File: src/rtl/tbwd_pkg.sv
package tbwd_pkg;

  typedef enum logic {
    SRC_TIMEBASE = 1'b0,
    SRC_WATCHDOG = 1'b1
  } irq_src_e;

  typedef struct packed {
    logic     sys_run;
    logic     tb_on;
    irq_src_e src;
    logic     irq_en;
  } mode_t;

endpackage

File: src/rtl/tbwd_mode_ctrl.sv
module tbwd_mode_ctrl
  import tbwd_pkg::*;
(
  input  logic  clk,
  input  logic  rst_n,
  input  logic  ext_clk,
  input  logic  sys_on_cmd,
  input  logic  sys_off_cmd,
  input  logic  tmr_on_cmd,
  input  logic  wdt_on_cmd,
  input  logic  irq_on_cmd,
  input  logic  irq_off_cmd,
  output mode_t mode
);

  mode_t mode_q;
  mode_t mode_d;

  // Next-state: off beats on (unless external clock), watchdog beats timer,
  // interrupt disable beats enable.
  always_comb begin
    mode_d = mode_q;
    if (sys_off_cmd && !ext_clk) begin
      mode_d.sys_run = 1'b0;
    end else if (sys_on_cmd) begin
      mode_d.sys_run = 1'b1;
    end
    if (wdt_on_cmd) begin
      mode_d.tb_on = 1'b1;
      mode_d.src   = SRC_WATCHDOG;
    end else if (tmr_on_cmd) begin
      mode_d.tb_on = 1'b1;
      mode_d.src   = SRC_TIMEBASE;
    end
    if (irq_off_cmd) begin
      mode_d.irq_en = 1'b0;
    end else if (irq_on_cmd) begin
      mode_d.irq_en = 1'b1;
    end
  end

  always_ff @(posedge clk or negedge rst_n) begin
    if (!rst_n) begin
      mode_q <= '{sys_run: 1'b0, tb_on: 1'b0, src: SRC_TIMEBASE, irq_en: 1'b0};
    end else begin
      mode_q <= mode_d;
    end
  end

  assign mode = mode_q;

endmodule

File: src/rtl/tbwd_prescaler.sv
module tbwd_prescaler #(
  parameter int PRE_W    = 16,
  parameter int TAP_BASE = 8,
  parameter int SEL_W    = 3
) (
  input  logic             clk,
  input  logic             rst_n,
  input  logic             advance,
  input  logic             clear,
  input  logic [SEL_W-1:0] tap_sel,
  output logic [PRE_W-1:0] count,
  output logic             roll_now,
  output logic             pulse
);

  localparam int NTAP = 1 << SEL_W;

  logic [PRE_W-1:0] cnt_q;
  logic [PRE_W-1:0] cnt_d;
  logic [NTAP-1:0]  tap_full;
  logic             pulse_q;

  // One detector per tap: all bits up to and including the tap are ones,
  // so the next advance rolls that tap over.
  generate
    for (genvar t = 0; t < NTAP; t++) begin : g_tap
      assign tap_full[t] = &cnt_q[TAP_BASE+t:0];
    end
  endgenerate

  assign roll_now = advance && !clear && tap_full[tap_sel];

  always_comb begin
    cnt_d = cnt_q;
    if (clear) begin
      cnt_d = '0;
    end else if (advance) begin
      cnt_d = cnt_q + PRE_W'(1);
    end
  end

  always_ff @(posedge clk or negedge rst_n) begin
    if (!rst_n) begin
      cnt_q   <= '0;
      pulse_q <= 1'b0;
    end else begin
      cnt_q   <= cnt_d;
      pulse_q <= roll_now;
    end
  end

  assign count = cnt_q;
  assign pulse = pulse_q;

endmodule

File: src/rtl/tbwd_watchdog.sv
module tbwd_watchdog #(
  parameter int PERIODS = 4
) (
  input  logic clk,
  input  logic rst_n,
  input  logic armed,
  input  logic period_evt,
  input  logic clr_cmd,
  input  logic release_cmd,
  output logic timeout
);

  localparam int CW = (PERIODS > 1) ? $clog2(PERIODS) : 1;
  localparam logic [CW-1:0] LAST = CW'(PERIODS - 1);

  logic [CW-1:0] per_q;
  logic [CW-1:0] per_d;
  logic          flag_q;
  logic          flag_d;

  always_comb begin
    per_d  = per_q;
    flag_d = flag_q;
    if (clr_cmd) begin
      per_d  = '0;
      flag_d = 1'b0;
    end else if (armed && period_evt) begin
      if (per_q == LAST) begin
        per_d  = '0;
        flag_d = 1'b1;
      end else begin
        per_d = per_q + CW'(1);
      end
    end
    if (release_cmd) begin
      flag_d = 1'b0;
    end
  end

  always_ff @(posedge clk or negedge rst_n) begin
    if (!rst_n) begin
      per_q  <= '0;
      flag_q <= 1'b0;
    end else begin
      per_q  <= per_d;
      flag_q <= flag_d;
    end
  end

  assign timeout = flag_q;

endmodule

File: src/rtl/tbwd_irq_mux.sv
module tbwd_irq_mux (
  input  logic irq_en,
  input  logic wdt_mode,
  input  logic tb_pulse,
  input  logic wdt_flag,
  output logic irq_o,
  output logic irq_oe
);

  logic src_low;

  always_comb begin
    src_low = wdt_mode ? wdt_flag : tb_pulse;
    irq_oe  = irq_en;
    irq_o   = ~(irq_en & src_low);
  end

endmodule

File: src/rtl/tbwd_irq_ctrl.sv
module tbwd_irq_ctrl
  import tbwd_pkg::*;
#(
  parameter int PRE_W    = 16,
  parameter int TAP_BASE = 8,
  parameter int SEL_W    = 3,
  parameter int PERIODS  = 4
) (
  input  logic             clk,
  input  logic             rst_n,
  input  logic             clk_en,
  input  logic             ext_clk,
  input  logic [SEL_W-1:0] tap_sel,
  input  logic             cmd_sys_en,
  input  logic             cmd_sys_dis,
  input  logic             cmd_tmr_en,
  input  logic             cmd_wdt_en,
  input  logic             cmd_clr_tmr,
  input  logic             cmd_clr_wdt,
  input  logic             cmd_irq_en,
  input  logic             cmd_irq_dis,
  output logic             irq_o,
  output logic             irq_oe
);

  // Reset: asserted asynchronously, released on a clock edge.
  logic [1:0] rst_sync_q;
  logic       rst_n_s;

  always_ff @(posedge clk or negedge rst_n) begin
    if (!rst_n) begin
      rst_sync_q <= 2'b00;
    end else begin
      rst_sync_q <= {rst_sync_q[0], 1'b1};
    end
  end

  assign rst_n_s = rst_sync_q[1];

  mode_t            mode;
  logic             wdt_mode;
  logic             sys_run;
  logic             advance;
  logic             pre_clear;
  logic [PRE_W-1:0] pre_cnt;
  logic             tb_evt;
  logic             tb_pulse;
  logic             wdt_flag;

  tbwd_mode_ctrl u_ctrl (
    .clk         (clk),
    .rst_n       (rst_n_s),
    .ext_clk     (ext_clk),
    .sys_on_cmd  (cmd_sys_en),
    .sys_off_cmd (cmd_sys_dis),
    .tmr_on_cmd  (cmd_tmr_en),
    .wdt_on_cmd  (cmd_wdt_en),
    .irq_on_cmd  (cmd_irq_en),
    .irq_off_cmd (cmd_irq_dis),
    .mode        (mode)
  );

  assign sys_run   = mode.sys_run;
  assign wdt_mode  = (mode.src == SRC_WATCHDOG);
  assign advance   = clk_en && mode.sys_run && mode.tb_on;
  assign pre_clear = cmd_clr_tmr || cmd_clr_wdt;

  tbwd_prescaler #(
    .PRE_W    (PRE_W),
    .TAP_BASE (TAP_BASE),
    .SEL_W    (SEL_W)
  ) u_pre (
    .clk      (clk),
    .rst_n    (rst_n_s),
    .advance  (advance),
    .clear    (pre_clear),
    .tap_sel  (tap_sel),
    .count    (pre_cnt),
    .roll_now (tb_evt),
    .pulse    (tb_pulse)
  );

  tbwd_watchdog #(
    .PERIODS (PERIODS)
  ) u_wdt (
    .clk         (clk),
    .rst_n       (rst_n_s),
    .armed       (wdt_mode),
    .period_evt  (tb_evt),
    .clr_cmd     (cmd_clr_wdt),
    .release_cmd (cmd_irq_dis),
    .timeout     (wdt_flag)
  );

  tbwd_irq_mux u_mux (
    .irq_en   (mode.irq_en),
    .wdt_mode (wdt_mode),
    .tb_pulse (tb_pulse),
    .wdt_flag (wdt_flag),
    .irq_o    (irq_o),
    .irq_oe   (irq_oe)
  );

endmodule

File: config.mk
export PLATFORM = sky130hd
export DESIGN_NAME = tbwd_irq_ctrl
export DESIGN_NICKNAME = d
export VERILOG_FILES = /design/src/rtl/tbwd_pkg.sv /design/src/rtl/tbwd_mode_ctrl.sv /design/src/rtl/tbwd_prescaler.sv /design/src/rtl/tbwd_watchdog.sv /design/src/rtl/tbwd_irq_mux.sv /design/src/rtl/tbwd_irq_ctrl.sv
export SDC_FILE = /design/constraint.sdc
export NUM_CORES = 1
export LEC_CHECK = 0
export BUFFER_PORTS_ARGS = -buffer_cell sky130_fd_sc_hd__buf_2
export CELL_PAD_IN_SITES_DETAIL_PLACEMENT = 0
export CELL_PAD_IN_SITES_GLOBAL_PLACEMENT = 1
export CORE_ASPECT_RATIO = 1.75
export CORE_MARGIN = 5
export CORE_UTILIZATION = 46
export DETAILED_ROUTE_END_ITERATION = 16
export PLACE_DENSITY = 0.8
export SLEW_MARGIN = 20
export SYNTH_ARGS = -nofsm -noshare
export SYNTH_HDL_FRONTEND = slang
export SYNTH_SLANG_ARGS = --single-unit
File: constraint.sdc
create_clock -name clk -period 1.96 [get_ports clk]
set_input_delay 0.392 -clock clk [delete_from_list [all_inputs] [get_ports clk]]
set_output_delay 0.392 -clock clk [all_outputs]
set_load 0.005 [all_outputs]
==> results by group, run 1 <==
Status
  – Status: finished, final reports clean

Power and ir drop
  – Leakage: 0.708 nW
  – Peak VDD IR: 0.489 mV
  – Pwr dens: 616 nW/um^2

Global route
  – Initial antenna violation count: 0
  – Largest net degree at the start of global routing: 25
  – Number of global-route vias before repair: 1046
  – All-Layer GR Usage: 15.1%
  – Congestion Overflow GR: 0
  – Global-route wire length before repair: 4690 um

Worst setup path
  – Max FO, Critical Path: 2
  – Crit path top cell by count: ha_2
  – Flop2flop setup slack: 0.09 ns
  – RR Startpoint: u_pre.count[0]
  – Crit-path cells: ha_2 > nand3_2 > nor2_1 > ha_2 > nor4_2 > a21oi_1 > and4b_1 > nand4_1 > mux2_4
  – Worst Setup EP: u_wdt.per_q[0]
  – Crit path launch: u_pre.count[0]
  – Max incr delay on CP: 0.37 ns
  – Critical Path Sink Type: flop
  – Critical Path AT: 2.03 ns
  – Reg2Reg Depth: 9
  – Crit Path Class: flop to flop
  – Crit-path slowest cell: dfrtp_1
  – Req. time, crit path: 2.12 ns
  – Nature of the critical path startpoint: flop
  – R2r endpoint: u_wdt.per_q[0]

Place
  – Dpl cell area: 1430 sq um
  – Dpl cells: 179
  – Gp weighted congestion: 0.815
  – DPL Wire Length: 2000 um
  – PortBufs: 16

Hold path
  – Worst hold path type: flop to asynchronous set/reset pin

Clock network
  – Worst-path clk slew: 0.09 ns
  – Worst-skew pair later-pin latency: 0.26 ns
  – Total CTS buffers: 3
  – CTS H-tree depth: 1
  – Root buf cell: clkbuf_8
  – CTS sink cnt: 26
  – Clk buf depth: 2
  – CTS tree: built

Drt
  – Post-Route WL: 2640 um
  – Routed len/inst: 14.0 um
  – Pre-Repair DR Iteration Count: 4
  – Drt drc: 0
  – Number of routed nets with antenna violations: 0
  – Initial detailed-routing violation count: 14
  – Vias per cell: 5.45
  – Vias: 1025

Flow run
  – Max-cap violations: 0

Finish
  – Area growth syn-to-layout: 21.3%
  – Most common cell after layout, fill and taps aside: dfrtp_1
  – Most frequent cells in the layout: dfrtp_1 (24), nor2_1 (20), nand2_1 (16), buf_2 (16), buf_4 (10)
  – Fin nets: 180
  – Final Cell Area: 1560 sq um
  – Inserted Diodes: 0
  – Fin cells: 188
  – Fillers: 253
  – Fin util: 57.8%
  – Share of layout cells above drive strength 1: 28.0%

Synth
  – Synth Instances: 133
  – Sequential share of the synthesized area: 50.7%
  – Most used DFF post-synth: dfrtp_1
  – Area contributors post-synth: dfrtp_1 (51%), nor2_1 (5.9%), xor2_1 (4.8%), nand2_1 (4.7%), xnor2_1 (3.4%)
  – Synth area leader: dfrtp_1
  – Mapped Avg Cell Area: 9.64 sq um
  – Distinct cells, synth: 30
  – Post-synth top area share: 50.7%
  – #FFs+latches synth: 26
  – Syn Std Cell Area: 1280 sq um
  – Post-synth EDFFs: 0
  – Ys async rst share: 100%
  – Warnings, synthesis: 0
  – Syn nets: 151

STA
  – RSZ-0062 raised after global routing: no
  – Final Hold Vio Count: 0
  – Post-route clock period utilization: 95.6%
  – Final Critical Period: 1.87 ns
  – Fmax: 533 MHz
  – Worst hold margin: 0.233 ns
  – Setup tns final: 0 ns
  – Final slew viol count: 0
  – Clk_skew: 0.00339 ns
  – Final setup viols: 0

Die
  – Initial Util: 47.7%
  – Row cnt: 25
  – Die X: 49.9 um
  – Die area: 3990 sq um
  – Number of top-level pins: 17
  – Die Y: 79.9 um
  – Core Area: 2690 sq um
synthesized netlist by cell type, drive strengths merged, types with 3 or more instances:
library cell and instances:
xor2 7, nor2 20, o21ai 4, nand2 16, nand2b 3, or3 3
nand4 4, inv 3, nor3 4, clkbuf 3, a21oi 6, xnor2 5
and3 4, ha 3, dfrtp 26, nand3 7
registers in the layout (all words and copies together), names as in the netlist:
name	count
u_pre.pulse	1
rst_sync_q	2
u_wdt.per_q	2
u_ctrl.mode	4
u_pre.count	16
u_wdt.timeout	1
stage by stage:
| stage | power, mW | setup WS (ns) |
|---|---|---|
| 2_1_floorplan | 0.594 | 0.0258 |
| 3_3_place_gp | 0.627 | 0.0824 |
| 3_5_place_dp | 0.628 | 0.0141 |
| 4_1_cts | 0.970 | 0.00432 |
| 5_1_grt | 1.01 | 0.00155 |
| 6_report | 0.959 | 0.0853 |
layer usage:
layer,part of all wire (%),wire (um),vias to the layer above,GRT usage [%]
li1,-,-,508,-
met1,39,1030,499,16.5
met2,56,1470,14,27.3
met3,3.7,97,4,3.18
met4,1.6,43,0,6.30
met5,0,0,-,0
logic make-up (layout without fill, tap and decap cells):
logic type               count (synthesis)  count (layout)  synth area share (%)
AND/OR/NAND/NOR                         69              69                  27.9
other                                    1               1                 0.292
buffers and inverters                    6              34                  1.76
AO/OA/AOI/OAI                           13              13                  5.66
flip-flops                              26              26                  50.7
multiplexers                             3               3                  2.54
XOR/XNOR                                12              12                  8.20
adder cells (fa/ha/maj)                  3               3                  2.93
area by class of cell:
class | count | area [sq um] | area share [%]
clock buffers | 4 | 55.1 | 3.54
inverters | 3 | 11.3 | 0.724
multi-input cells | 101 | 637 | 40.9
flip-flops and latches | 26 | 653 | 42.0
well taps | 27 | 33.8 | 2.17
repair buffers | 27 | 165 | 10.6
critical path, delay by kind of cell (launching register included):
family | cells | cell delay (ns)
compound gates | 1 | 0.11
fa+ha+maj | 2 | 0.37
flops | 1 | 0.37
mux | 1 | 0.33
simple gates | 5 | 0.58
how the worst min path moves through the flow:
stage                     end  cells after the start          start
4_1_cts        u_pre.count[1]                      1  rst_sync_q[1]
3_5_place_dp    rst_sync_q[0]                      1          rst_n
2_1_floorplan   rst_sync_q[0]                      0          rst_n
5_1_grt        u_ctrl.mode[3]                      1  rst_sync_q[1]
3_3_place_gp    rst_sync_q[1]                      1          rst_n
6_report       u_ctrl.mode[1]                      1  rst_sync_q[1]
where the power goes:
group / total [mW] / switching (mW) / internal, mW
clock: 0.338 / 0.159 / 0.179
sequential: 0.549 / 0.00525 / 0.544
combinational: 0.0719 / 0.0416 / 0.0303
total: 0.959 / 0.205 / 0.753
repair_timing:
action / CTS / global route
resized for setup: 5 / 3
gates cloned: 0 / 0
endpoints found under the hold margin: 2 / 0
hold buffers: 1 / 0
buffers inserted: 2 / 2
endpoints found under the setup margin: 1 / 3
pin swaps: 2 / 2
Note: power is estimated with default switching activity, not from simulation.
==> run 2, diff against run 1 <==
--- a/config.mk
+++ b/config.mk
@@ -12,7 +12,8 @@
 export CORE_MARGIN = 5
 export CORE_UTILIZATION = 46
 export DETAILED_ROUTE_END_ITERATION = 16
-export PLACE_DENSITY = 0.8
+export PLACE_DENSITY = 0.9
+export REMOVE_ABC_BUFFERS = 1
 export SLEW_MARGIN = 20
 export SYNTH_ARGS = -nofsm -noshare
 export SYNTH_HDL_FRONTEND = slang
==> results by group, run 2 (synthesis results as in run 1) <==
Status
  – Status: finished, final reports clean (unchanged)

Clock network
  – Worst-path clk slew: 0.08 ns (was 0.09 ns)
  – CTS sink cnt: 26 (unchanged)
  – Total CTS buffers: 3 (unchanged)
  – CTS H-tree depth: 1 (unchanged)
  – Clk buf depth: 2 (unchanged)
  – CTS tree: built (unchanged)
  – Worst-skew pair later-pin latency: 0.27 ns (was 0.26 ns)
  – Root buf cell: clkbuf_8 (unchanged)

Finish
  – Final Cell Area: 1510 sq um (was 1560 sq um)
  – Most frequent cells in the layout: dfrtp_1 (25), nor2_1 (20), nand2_1 (16), buf_2 (16) (was dfrtp_1 (24), nor2_1 (20), nand2_1 (16), buf_2 (16), buf_4 (10))
  – Area growth syn-to-layout: 17.8% (was 21.3%)
  – Fin cells: 184 (was 188)
  – Max FFs per register: 16 (unchanged)
  – Fin nets: 177 (was 180)
  – Most common cell after layout, fill and taps aside: dfrtp_1 (unchanged)
  – Share of layout cells above drive strength 1: 25.5% (was 28.0%)
  – Inserted Diodes: 0 (unchanged)
  – Fin util: 56.1% (was 57.8%)

STA
  – Post-route clock period utilization: 95.5% (was 95.6%)
  – RSZ-0062 raised after global routing: yes (was no)
  – Final Hold Vio Count: 0 (unchanged)
  – Final setup viols: 0 (unchanged)
  – Worst hold margin: 0.132 ns (was 0.233 ns)
  – Final slew viol count: 0 (unchanged)
  – Fmax: 535 MHz (was 533 MHz)
  – Final Critical Period: 1.87 ns (about the same)
  – Setup WS post-layout: 0.0891 ns (was 0.0853 ns)
  – Clk_skew: 0.00345 ns (was 0.00339 ns)
  – Setup tns final: 0 ns (unchanged)

Hold path
  – Worst hold path type: flop to asynchronous set/reset pin (unchanged)

Worst setup path
  – Reg2Reg Depth: 9 (unchanged)
  – Flop2flop setup slack: 0.09 ns (about the same)
  – Max FO, Critical Path: 3 (was 2)
  – Critical Path AT: 2.03 ns (about the same)
  – Max incr delay on CP: 0.40 ns (was 0.37 ns)
  – Critical Path Sink Type: flop (unchanged)
  – RR Startpoint: u_pre.count[0] (unchanged)
  – Req. time, crit path: 2.12 ns (about the same)
  – Crit-path slowest cell: dfrtp_1 (unchanged)
  – Crit path top cell by count: ha_2 (unchanged)
  – Crit-path cells: ha_2 > nand3_2 > nor2_1 > ha_2 > nor4_2 > a21oi_1 > and4b_1 > nand4_1 > mux2_2 (was ha_2 > nand3_2 > nor2_1 > ha_2 > nor4_2 > a21oi_1 > and4b_1 > nand4_1 > mux2_4)
  – Crit Path Class: flop to flop (unchanged)
  – R2r endpoint: u_wdt.per_q[0] (unchanged)
  – Nature of the critical path startpoint: flop (unchanged)

Flow run
  – Max-cap violations: 0 (unchanged)

Power and ir drop
  – Pwr dens: 606 nW/um^2 (was 616 nW/um^2)
  – Peak VDD IR: 0.341 mV (was 0.489 mV)
  – Final Power: 0.916 mW (was 0.959 mW)
  – Leakage: 0.681 nW (was 0.708 nW)

Die
  – Die area: 3990 sq um (unchanged)
  – Core Area: 2690 sq um (unchanged)
  – Initial Util: 47.7% (unchanged)
  – Die X: 49.9 um (unchanged)
  – Number of top-level pins: 17 (unchanged)
  – Row cnt: 25 (unchanged)
  – Die Y: 79.9 um (unchanged)

Place
  – Dpl cells: 179 (unchanged)
  – PortBufs: 16 (unchanged)
  – DPL Wire Length: 2040 um (was 2000 um)
  – DP Worst Slack: 0.0144 ns (was 0.0141 ns)
  – Gp weighted congestion: 0.818 (was 0.815)
  – Dpl cell area: 1430 sq um (unchanged)

Drt
  – Routed len/inst: 14.7 um (was 14.0 um)
  – Drt drc: 0 (unchanged)
  – Vias per cell: 5.51 (was 5.45)
  – Pre-Repair DR Iteration Count: 4 (unchanged)
  – Number of routed nets with antenna violations: 0 (unchanged)
  – Vias: 1014 (was 1025)
  – Post-Route WL: 2710 um (was 2640 um)
  – Initial detailed-routing violation count: 31 (was 14)

Global route
  – All-Layer GR Usage: 15.5% (was 15.1%)
  – Largest net degree at the start of global routing: 18 (was 25)
  – Initial antenna violation count: 0 (unchanged)
  – Global-route wire length before repair: 4820 um (was 4690 um)
  – Congestion Overflow GR: 0 (unchanged)
  – Number of global-route vias before repair: 1069 (was 1046)
-- run 2: cell types whose count changed in the layout (fill, tap and decap cells not counted), sizes merged --
| cell | previous run | this run |
|---|---|---|
| buf | 26 | 23 |
| clkbuf | 4 | 3 |
-- run 2: metal layers --
metal  GRT usage, %  wire length [um]  vias to the layer above
met5              0                 0                        -
met4           7.61                63                        0
met3           2.62               102                        5
met2           28.1              1530                       21
met1           16.7              1010                      488
li1               -                 -                      500
-- run 2: worst max-delay path by stage --
stage,from,endpoint,slack [ns],cells past startpoint
floorplan,u_pre.count[0],u_wdt.per_q[0],0.03,9
global placement,u_pre.count[0],u_wdt.per_q[0],0.08,9
detailed placement,u_pre.count[0],u_wdt.per_q[0],0.01,9
CTS,u_pre.count[0],u_wdt.per_q[0],0.004,9
global route,u_pre.count[0],u_wdt.per_q[0],-0.05,9
finish,u_pre.count[0],u_wdt.per_q[0],0.09,9
-- run 2: cell type report --
cell class                 instances  area [sq um]
tap                               27          33.8
fill                             257          1180
clock buffer                       3          41.3
inverter                           3          11.3
sequential                        26           652
timing repair buffer              24           143
multi-input combinational        101           629
-- run 2: worst max-delay path, delay by kind of cell (launching register included) --
family | cells | cell delay [ns]
AND/OR/NAND/NOR | 5 | 0.56
flip-flops | 1 | 0.40
adder cells (fa/ha/maj) | 2 | 0.40
multiplexers | 1 | 0.30
AO/OA/AOI/OAI | 1 | 0.11
-- run 2: report_power, final --
part / switching [mW] / leakage [nW] / internal, mW
registers: 0.00809 / 0.344 / 0.544
clock network: 0.159 / 0.0216 / 0.138
logic: 0.0386 / 0.316 / 0.0285
total: 0.206 / 0.681 / 0.710
-- run 2: what timing repair did --
action | in CTS | in global routing
hold endpoints to repair | 2 | 0
resized for setup | 0 | 8
buffers inserted | 0 | 1
hold buffers | 1 | 0
setup endpoints to repair | 0 | 3
==> run 3, diff against run 2 <==
--- a/config.mk
+++ b/config.mk
@@ -5,6 +5,7 @@
 export SDC_FILE = /design/constraint.sdc
 export NUM_CORES = 1
 export LEC_CHECK = 0
+export ABC_CLOCK_PERIOD_IN_PS = 1960
 export BUFFER_PORTS_ARGS = -buffer_cell sky130_fd_sc_hd__buf_2
 export CELL_PAD_IN_SITES_DETAIL_PLACEMENT = 0
 export CELL_PAD_IN_SITES_GLOBAL_PLACEMENT = 1
@@ -12,7 +13,7 @@
 export CORE_MARGIN = 5
 export CORE_UTILIZATION = 46
 export DETAILED_ROUTE_END_ITERATION = 16
-export PLACE_DENSITY = 0.9
+export PLACE_DENSITY_LB_ADDON = 0.1
 export REMOVE_ABC_BUFFERS = 1
 export SLEW_MARGIN = 20
 export SYNTH_ARGS = -nofsm -noshare
==> results by group, run 3 (synthesis results as in run 1) <==
Drt
  – Initial detailed-routing violation count: 13 (was 31)
  – Vias per cell: 5.42 (was 5.51)
  – Number of routed nets with antenna violations: 0 (unchanged)
  – Post-Route WL: 2590 um (was 2710 um)
  – Vias: 1003 (was 1014)
  – Pre-Repair DR Iteration Count: 3 (was 4)
  – DR WL met2: 1460 um (was 1530 um)
  – DR top layer: met4 (unchanged)
  – Routed len/inst: 14.0 um (was 14.7 um)
  – Met3 wirelength from detailed routing: 58 um (was 102 um)
  – Drt drc: 0 (unchanged)
  – Met1 WL: 1030 um (was 1010 um)

Worst setup path
  – RR Startpoint: u_pre.count[1] (was u_pre.count[0])
  – Critical Path Sink Type: flop (unchanged)
  – Nature of the critical path startpoint: flop (unchanged)
  – Crit Path Class: flop to flop (unchanged)
  – Req. time, crit path: 2.12 ns (about the same)
  – Worst Setup EP: u_wdt.per_q[0] (unchanged)
  – Reg2Reg Depth: 9 (unchanged)
  – Crit path launch: u_pre.count[1] (was u_pre.count[0])
  – R2r endpoint: u_wdt.per_q[0] (unchanged)
  – Critical Path AT: 2.08 ns (was 2.03 ns)
  – Max FO, Critical Path: 3 (unchanged)
  – Flop2flop setup slack: 0.04 ns (was 0.09 ns)

Place
  – Gp weighted congestion: 0.846 (was 0.818)
  – PortBufs: 16 (unchanged)
  – DPL Wire Length: 1960 um (was 2040 um)

Global route
  – Number of global-route vias before repair: 1093 (was 1069)
  – All-Layer GR Usage: 14.8% (was 15.5%)
  – Congestion Overflow GR: 0 (unchanged)
  – Global-route wire length before repair: 4610 um (was 4820 um)
  – Largest net degree at the start of global routing: 25 (was 18)
  – Initial antenna violation count: 0 (unchanged)

Clock network
  – Worst-skew pair later-pin latency: 0.26 ns (was 0.27 ns)
  – CTS tree: built (unchanged)
  – CTS sink cnt: 26 (unchanged)
  – Worst-path clk slew: 0.08 ns (about the same)
  – Root buf cell: clkbuf_8 (unchanged)
  – Total CTS buffers: 3 (unchanged)
  – Clk buf depth: 2 (unchanged)
  – CTS H-tree depth: 1 (unchanged)

Power and ir drop
  – Peak VDD IR: 0.482 mV (was 0.341 mV)
  – Pwr dens: 627 nW/um^2 (was 606 nW/um^2)
  – Leakage: 0.690 nW (was 0.681 nW)

Die
  – Initial Util: 47.7% (unchanged)
  – Core Area: 2690 sq um (unchanged)
  – Row cnt: 25 (unchanged)
  – Die X: 49.9 um (unchanged)
  – Die area: 3990 sq um (unchanged)
  – Die Y: 79.9 um (unchanged)
  – Number of top-level pins: 17 (unchanged)

Finish
  – Fin nets: 177 (unchanged)
  – Most common cell after layout, fill and taps aside: dfrtp_1 (unchanged)
  – Most frequent cells in the layout: dfrtp_1 (25), nor2_1 (19), nand2_1 (16), buf_2 (16) (was dfrtp_1 (25), nor2_1 (20), nand2_1 (16), buf_2 (16))
  – Area growth syn-to-layout: 19.0% (was 17.8%)
  – Share of layout cells above drive strength 1: 25.9% (was 25.5%)
  – Inserted Diodes: 0 (unchanged)
  – Max FFs per register: 16 (unchanged)
  – Fin util: 56.7% (was 56.1%)

STA
  – Final Hold Vio Count: 0 (unchanged)
  – Setup tns final: 0 ns (unchanged)
  – RSZ-0062 raised after global routing: yes (unchanged)
  – Final slew viol count: 0 (unchanged)
  – Final setup viols: 0 (unchanged)
  – Clk_skew: 0.00317 ns (was 0.00345 ns)
  – Fmax: 521 MHz (was 535 MHz)
  – Post-route clock period utilization: 97.9% (was 95.5%)
  – Final Critical Period: 1.92 ns (was 1.87 ns)

Status
  – Status: finished, final reports clean (unchanged)

Flow run
  – Max-cap violations: 0 (unchanged)

Hold path
  – Worst hold path type: flop to asynchronous set/reset pin (unchanged)
run 3: cell types whose count changed in the layout (fill, tap and decap cells not counted), sizes merged:
cell,delta
clkbuf,+1
run 3: report_power, final:
part,total [mW],internal [mW],leakage [nW],switching (mW)
Clock,0.337,0.179,0.0288,0.157
Sequential,0.549,0.544,0.344,0.00505
Combinational,0.0713,0.0295,0.317,0.0418
Total,0.957,0.753,0.690,0.204
run 3: worst min path at each step:
stage | start | end | slack, ns
after detailed placement | rst_n | rst_sync_q[1] | 0.18
final | rst_sync_q[1] | u_ctrl.mode[3] | 0.22
after floorplan | rst_n | rst_sync_q[0] | 0.1
after global routing | rst_sync_q[1] | u_ctrl.mode[3] | 0.26
after global placement | rst_n | rst_sync_q[0] | 0.18
after CTS | rst_sync_q[1] | u_ctrl.mode[3] | 0.24
run 3: what timing repair did:
action,in CTS,in global routing
endpoints found under the setup margin,0,3
gates resized for setup,0,7
buffers inserted,0,1
hold buffers,1,0
endpoints found under the hold margin,2,0
run 3: worst max-delay path, cell delays in order, from the launching register on:
cell,delay (ns)
dfrtp_1,0.40
ha_2,0.20
nand3_2,0.08
nor2_2,0.04
ha_2,0.16
nor4_2,0.25
a21oi_1,0.06
and4b_1,0.18
nand4_1,0.11
mux2_4,0.31
run 3: layout make-up:
type                            count  area [sq um]
Clock buffer                        4          55.1
Fill cell                         249          1160
Inverter                            3          11.3
Multi-Input combinational cell    101           632
Sequential cell                    26           652
Tap cell                           27          33.8
Timing Repair Buffer               24           143
run 3: per-layer routing:
metal  GRT usage, %  vias up
li1               -      500
met1           14.9      491
met2           28.3        8
met3           2.24        4
met4           7.09        0
met5              0        -
run 3: per-stage QoR:
| stage | hold WS (ns) | instance area (sq um) | power, mW | instances | setup WS [ns] |
|---|---|---|---|---|---|
| CTS | 0.239 | 1500 | 0.968 | 184 | 0.0255 |
| global route | 0.264 | 1530 | 1.01 | 185 | -0.0649 |
| finish | 0.224 | 1530 | 0.957 | 185 | 0.0410 |
| global placement | 0.176 | 1430 | 0.626 | 179 | 0.0921 |
| floorplan | 0.0964 | 1270 | 0.592 | 130 | 0.0258 |
| detailed placement | 0.177 | 1430 | 0.628 | 179 | 0.0436 |
